--- config.mk ---
export PLATFORM = sky130hd
export DESIGN_NAME = i2c_intr_ctrl
export DESIGN_NICKNAME = d
export VERILOG_FILES = /design/src/rtl/i2c_intr_pkg.sv /design/src/rtl/intr_stat_bank.sv /design/src/rtl/intr_mask_reg.sv /design/src/rtl/intr_req_gen.sv /design/src/rtl/i2c_intr_ctrl.sv
export SDC_FILE = /design/constraint.sdc
export NUM_CORES = 1
export LEC_CHECK = 0
export BUFFER_PORTS_ARGS = -buffer_cell sky130_fd_sc_hd__buf_2
export CORE_MARGIN = 2
export CORE_UTILIZATION = 30
export DETAILED_ROUTE_END_ITERATION = 10
export MAX_ROUTING_LAYER = met4
export SLEW_MARGIN = 40
export SYNTH_ARGS = -nofsm -noshare
export SYNTH_HDL_FRONTEND = slang
export SYNTH_SLANG_ARGS = --single-unit
--- constraint.sdc ---
create_clock -name clk -period 1.8 [get_ports clk]
set_clock_uncertainty 0.1 [all_clocks]
set_input_delay 0.18 -clock clk [delete_from_list [all_inputs] [get_ports clk]]
set_output_delay 0.18 -clock clk [all_outputs]
set_load 0.1 [all_outputs]
--- src/rtl/i2c_intr_pkg.sv ---
// Package: shared widths, register offsets and event bit positions for the
// I2C interrupt status unit. Assumes a word-addressed register port.
package i2c_intr_pkg;
    localparam int EVT_W_DEF  = 5;
    localparam int DATA_W_DEF = 16;
    localparam int ADDR_W_DEF = 2;

    // Event / status bit positions (decoded by software, so fixed)
    localparam int BIT_DONE    = 0;
    localparam int BIT_ACKERR  = 1;
    localparam int BIT_HSNACK  = 2;
    localparam int BIT_ARBLOST = 3;
    localparam int BIT_RSDONE  = 4;

    // Register offsets
    localparam int OFS_STAT = 0;
    localparam int OFS_MASK = 1;
    localparam int OFS_SRST = 2;

    // Value that triggers the soft reset
    localparam int SRST_CODE = 1;
endpackage

--- src/rtl/intr_stat_bank.sv ---
// Module: intr_stat_bank
// Holds one sticky bit per event. Priority per bit: flush, then set, then
// write-one-clear. Assumes event pulses and the clear vector are synchronous
// to clk.
module intr_stat_bank #(
    parameter int EVT_W = 5
) (
    input  logic             clk,
    input  logic             rst_n,
    input  logic [EVT_W-1:0] evt_i,
    input  logic [EVT_W-1:0] clr_i,
    input  logic             flush_i,
    output logic [EVT_W-1:0] stat_o
);
    for (genvar g = 0; g < EVT_W; g++) begin : g_bit
        logic bit_q;
        // One sticky flag: flush clears, event sets, software clear drops
        always_ff @(posedge clk) begin
            if (!rst_n)        bit_q <= 1'b0;
            else if (flush_i)  bit_q <= 1'b0;
            else if (evt_i[g]) bit_q <= 1'b1;
            else if (clr_i[g]) bit_q <= 1'b0;
        end
        assign stat_o[g] = bit_q;
    end

    // an event always leaves its bit set unless flushed
    p_set_wins_r4: assert property (@(posedge clk) disable iff (!rst_n)
        (evt_i != '0 && !flush_i) |=> ((stat_o & $past(evt_i)) == $past(evt_i)));

    // set bits that are not cleared stay set
    p_sticky_r2: assert property (@(posedge clk) disable iff (!rst_n)
        (!flush_i) |=> ((stat_o & $past(stat_o & ~clr_i)) == $past(stat_o & ~clr_i)));

    // cleared bits without a concurrent event drop
    p_clear_r3: assert property (@(posedge clk) disable iff (!rst_n)
        ((clr_i & ~evt_i) != '0 && !flush_i) |=> ((stat_o & $past(clr_i & ~evt_i)) == '0));

    // flush empties the bank
    p_flush_r7: assert property (@(posedge clk) disable iff (!rst_n)
        flush_i |=> (stat_o == '0));
endmodule

--- src/rtl/intr_mask_reg.sv ---
// Module: intr_mask_reg
// Enable mask register, written whole from the register port. Resets to all
// disabled.
module intr_mask_reg #(
    parameter int EVT_W = 5
) (
    input  logic             clk,
    input  logic             rst_n,
    input  logic             wr_i,
    input  logic [EVT_W-1:0] wdata_i,
    output logic [EVT_W-1:0] mask_o
);
    logic [EVT_W-1:0] mask_q;

    // Load the mask on a write, hold otherwise
    always_ff @(posedge clk) begin
        if (!rst_n)    mask_q <= '0;
        else if (wr_i) mask_q <= wdata_i;
    end
    assign mask_o = mask_q;

    // mask only changes on a write
    p_mask_hold_r6: assert property (@(posedge clk) disable iff (!rst_n)
        !wr_i |=> $stable(mask_o));
endmodule

--- src/rtl/intr_req_gen.sv ---
// Module: intr_req_gen
// Registered level interrupt request from the enabled status bits.
module intr_req_gen #(
    parameter int EVT_W = 5
) (
    input  logic             clk,
    input  logic             rst_n,
    input  logic [EVT_W-1:0] stat_i,
    input  logic [EVT_W-1:0] mask_i,
    output logic             irq_o
);
    logic irq_q;

    // Register the OR of enabled status bits
    always_ff @(posedge clk) begin
        if (!rst_n) irq_q <= 1'b0;
        else        irq_q <= |(stat_i & mask_i);
    end
    assign irq_o = irq_q;

    // request follows enabled status one cycle later
    p_irq_up_r8: assert property (@(posedge clk) disable iff (!rst_n)
        ((stat_i & mask_i) != '0) |=> irq_o);
    p_irq_down_r8: assert property (@(posedge clk) disable iff (!rst_n)
        ((stat_i & mask_i) == '0) |=> !irq_o);
endmodule

--- src/rtl/i2c_intr_ctrl.sv ---
// Module: i2c_intr_ctrl (top)
// Interrupt status, mask and request unit of an I2C master. Decodes the
// register port, drives the status bank and mask, and registers read data.
// Assumes DATA_W >= EVT_W and ADDR_W >= 2.
module i2c_intr_ctrl
    import i2c_intr_pkg::*;
#(
    parameter int EVT_W  = EVT_W_DEF,
    parameter int DATA_W = DATA_W_DEF,
    parameter int ADDR_W = ADDR_W_DEF
) (
    input  logic              clk,
    input  logic              rst_n,
    input  logic [EVT_W-1:0]  evt_i,
    input  logic              reg_valid,
    input  logic              reg_write,
    input  logic [ADDR_W-1:0] reg_addr,
    input  logic [DATA_W-1:0] reg_wdata,
    output logic [DATA_W-1:0] reg_rdata,
    output logic              irq_o
);
    localparam logic [ADDR_W-1:0] A_STAT = ADDR_W'(OFS_STAT);
    localparam logic [ADDR_W-1:0] A_MASK = ADDR_W'(OFS_MASK);
    localparam logic [ADDR_W-1:0] A_SRST = ADDR_W'(OFS_SRST);
    localparam logic [DATA_W-1:0] K_SRST = DATA_W'(SRST_CODE);

    logic             wr_stat, wr_mask, do_flush, rd_en;
    logic [EVT_W-1:0] clr_vec, stat, mask;
    logic [DATA_W-1:0] rd_mux, rdata_q;

    // Decode register port strobes
    always_comb begin
        rd_en    = reg_valid && !reg_write;
        wr_stat  = reg_valid && reg_write && (reg_addr == A_STAT);
        wr_mask  = reg_valid && reg_write && (reg_addr == A_MASK);
        do_flush = reg_valid && reg_write && (reg_addr == A_SRST) && (reg_wdata == K_SRST);
        clr_vec  = wr_stat ? reg_wdata[EVT_W-1:0] : '0;
    end

    intr_stat_bank #(.EVT_W(EVT_W)) u_stat (
        .clk(clk), .rst_n(rst_n), .evt_i(evt_i), .clr_i(clr_vec),
        .flush_i(do_flush), .stat_o(stat)
    );

    intr_mask_reg #(.EVT_W(EVT_W)) u_mask (
        .clk(clk), .rst_n(rst_n), .wr_i(wr_mask),
        .wdata_i(reg_wdata[EVT_W-1:0]), .mask_o(mask)
    );

    intr_req_gen #(.EVT_W(EVT_W)) u_req (
        .clk(clk), .rst_n(rst_n), .stat_i(stat), .mask_i(mask), .irq_o(irq_o)
    );

    // Select the register value for a read
    always_comb begin
        rd_mux = '0;
        if (reg_addr == A_STAT)      rd_mux[EVT_W-1:0] = stat;
        else if (reg_addr == A_MASK) rd_mux[EVT_W-1:0] = mask;
    end

    // Capture read data on a read, hold otherwise
    always_ff @(posedge clk) begin
        if (!rst_n)     rdata_q <= '0;
        else if (rd_en) rdata_q <= rd_mux;
    end
    assign reg_rdata = rdata_q;

    // reset clears the outputs
    p_reset_r1: assert property (@(posedge clk)
        !rst_n |=> (!irq_o && reg_rdata == '0));

    // a read with no event and no write leaves status unchanged
    p_read_pure_r9: assert property (@(posedge clk) disable iff (!rst_n)
        (rd_en && evt_i == '0) |=> $stable(stat));

    // read data holds between reads
    p_rdata_hold_r9: assert property (@(posedge clk) disable iff (!rst_n)
        !rd_en |=> $stable(reg_rdata));
endmodule

==> flow_summary.ini <==
[power_and_ir_drop]
powerDensity_nw_per_um2 = 814
cellLeakagePower_nw = 0.473
ir_worst_vdd_mv = 0.413

[clock_network]
cts_post_setup_buffers_inserted = 0
ctsLongestPathBuffers = 2
htreeDepth = 1
clk_pin_slew_ps = 100
cts_resized = 0
clock-sinks = 16
insertion_delay_ps = 280
cts_buffers = 3
holdBufCountCts = 1
cts_root_buf = clkbuf_4
cts_tree = built

[grt]
antenna_found_initial = 0
first_global_vias = 688
grt_usage = 0.125
grt_pass1_wl_um = 2980
grt_start_max_net_pins = 13
grt-ovfl-total = 0

[route]
drc = 0
ant_nets = 0
vias = 695
drt_first_pass_iters = 5
drt_wl_total_um = 1830
drt_iter0_drc = 20
wl_per_cell_um = 12.3
vias_per_cell = 4.66

[sta]
timing.final.crit_share = 0.750
finalHoldViolCount = 0
setup_tns_ps = 0
drv_slew = 0
fmax_ghz = 0.741
setup_viol = 0
rsz0062_at_grt = no
fin_crit_ps = 1350

[worst_setup_path]
crit_buf_inv = 1
cp-start-kind = register
max_stage_delay_ps = 430
r2r-end = u_req.irq_o$_SDFF_PN0_
crit_end = reg_rdata[2]
required_ps = 1520
worstPathArrival_ps = 1070
crit_chain = buf_2
cp-startpoint = reg_rdata[2]$_SDFFE_PN0P_
rr_worst_depth = 2
path_class = reg -> out
critPathSlowestCell = buf_2
cp_num_cells = 1
r2r_slack_ps = 730
path_delay_family = buffers and inverters
cp-end-kind = output port
critPathMaxFanout = 2
worstReg2RegStart = u_stat.g_bit[1].bit_q$_SDFFE_PP0P_

[die]
die_x_um = 56.0
die_area_um2 = 3140
row_count = 18
fp.coreArea_um2 = 2520
io_pins = 44
die_h_um = 56.0
start_util = 0.322

[placed_design]
dp_hpwl_um = 1520
dpl_cell_area_um2 = 956
gp_congestion = 0.838
numPortBuffers = 32

[logic_synthesis]
yosys_warnings = 0
ys.flop_type = dfxtp_1
netlist_top_cells_count = dfxtp_1 (16), buf_4 (11), nor2b_1 (10)
ys_seq_elements = 16
synth_most_common_cell = dfxtp_1
async_flop_share = 0
yosysTopAreaCellShare = 0.394
synth_top_family_by_area = simple AND/OR/NAND/NOR gates
synth_area_leaders = dfxtp_1 (39%), buf_4 (10%), nor2b_1 (7.7%)
synth_xor_area_frac = 0
syn_area_per_cell_um2 = 9.55
ys_seq_area_frac = 0.394
syn_area_um2 = 812
synthCells = 85
yosys.area.top_type = dfxtp_1
synthMuxAreaShare = 0.131
synth_compound_area_frac = 0.134
synth_edf_count = 0
synthSimpleGateAreaFrac = 0.223
synthAdderAreaFrac = 0
ys_types = 22

[cells_and_area]
design_area_um2 = 1000
multi_input_area_um2 = 438
n_antenna_cell = 0
fill_cells = 288
nNetsFinal = 147
regArea_um2 = 320
layout-drive-gt1-share = 0.378
area_growth_pct = 23.4

[flow_run]
cap_violations = 0

[worst_hold_path]
hold_class = in -> reg

[status]
status = completed
-- kinds of logic after synthesis --
family | after synthesis
AND/OR/NAND/NOR | 31
flip-flops | 16
AO/OA/AOI/OAI | 14
buffers and inverters | 13
multiplexers | 10
other | 1
-- worst min path at each step --
stage / startpoint / endpoint / slack [ps] / depth (start not counted)
6_report: evt_i[3] / u_stat.g_bit[3].bit_q$_SDFFE_PP0P_ / 7 / 3
5_1_grt: evt_i[3] / u_stat.g_bit[3].bit_q$_SDFFE_PP0P_ / 2 / 3
4_1_cts: evt_i[3] / u_stat.g_bit[3].bit_q$_SDFFE_PP0P_ / 0.6 / 3
3_5_place_dp: evt_i[0] / u_stat.g_bit[0].bit_q$_SDFFE_PP0P_ / 290 / 3
3_3_place_gp: evt_i[0] / u_stat.g_bit[0].bit_q$_SDFFE_PP0P_ / 290 / 3
2_1_floorplan: evt_i[0] / u_stat.g_bit[0].bit_q$_SDFFE_PP0P_ / 200 / 2
-- cells in the final DEF (no fill, tap or decap), drive strengths merged --
| cell | n |
|---|---|
| a21boi | 1 |
| a21oi | 5 |
| a222oi | 1 |
| a22oi | 6 |
| and4bb | 1 |
| buf | 32 |
| clkbuf | 4 |
| conb | 11 |
| dfxtp | 16 |
| dlygate4sd3 | 1 |
| mux2 | 5 |
| mux2i | 5 |
| nand2 | 5 |
| nand2b | 1 |
| nand4 | 2 |
| nand4b | 1 |
| nor2 | 8 |
| nor2b | 10 |
| nor4 | 2 |
| o31ai | 1 |
| or4 | 1 |
-- metal layers --
layer / share of wire / routed length [um] / vias to the layer above / GRT usage
li1: - / - / 346 / -
met1: 0.41 / 748 / 312 / 0.143
met2: 0.50 / 914 / 35 / 0.208
met3: 0.083 / 152 / 2 / 0.0256
met4: 0.0071 / 13 / 0 / 0.0612
met5: 0 / 0 / - / -
-- registers in the layout (all words and copies together), names as in the netlist --
signal / flops
reg_rdata: 5
u_stat.g_bit.bit_q: 5
u_mask.mask_o: 5
u_req.irq_o: 1
-- through the flow --
step	instances	total power [W]	hold slack, ps	setup slack [ps]	util
floorplan	95	0.000559	197	383	-
global placement	144	0.000584	291	392	0.379
detailed placement	144	0.000587	294	363	0.379
CTS	149	0.000825	0.639	434	0.397
global route	149	0.000854	1.69	396	0.397
finish	149	0.000816	6.97	450	0.397
-- worst min-delay path: stages --
cell     delay, ps
buf_2           80
a21oi_1         30
nor2_1          70
-- power breakdown --
part	internal (W)	leakage [nW]	total [W]	switching, W
Clock	0.000123	0.0210	0.000236	0.000113
Combinational	0.0000482	0.321	0.000203	0.000155
Sequential	0.000367	0.131	0.000376	0.00000983
Total	0.000538	0.473	0.000816	0.000278
-- area by class of cell --
cell class | count | area share
multi-input combinational | 66 | 0.437
clock buffer | 4 | 0.0362
tap | 30 | 0.0375
timing repair buffer | 33 | 0.170
sequential | 16 | 0.320
(Power assumes the default switching activity.)
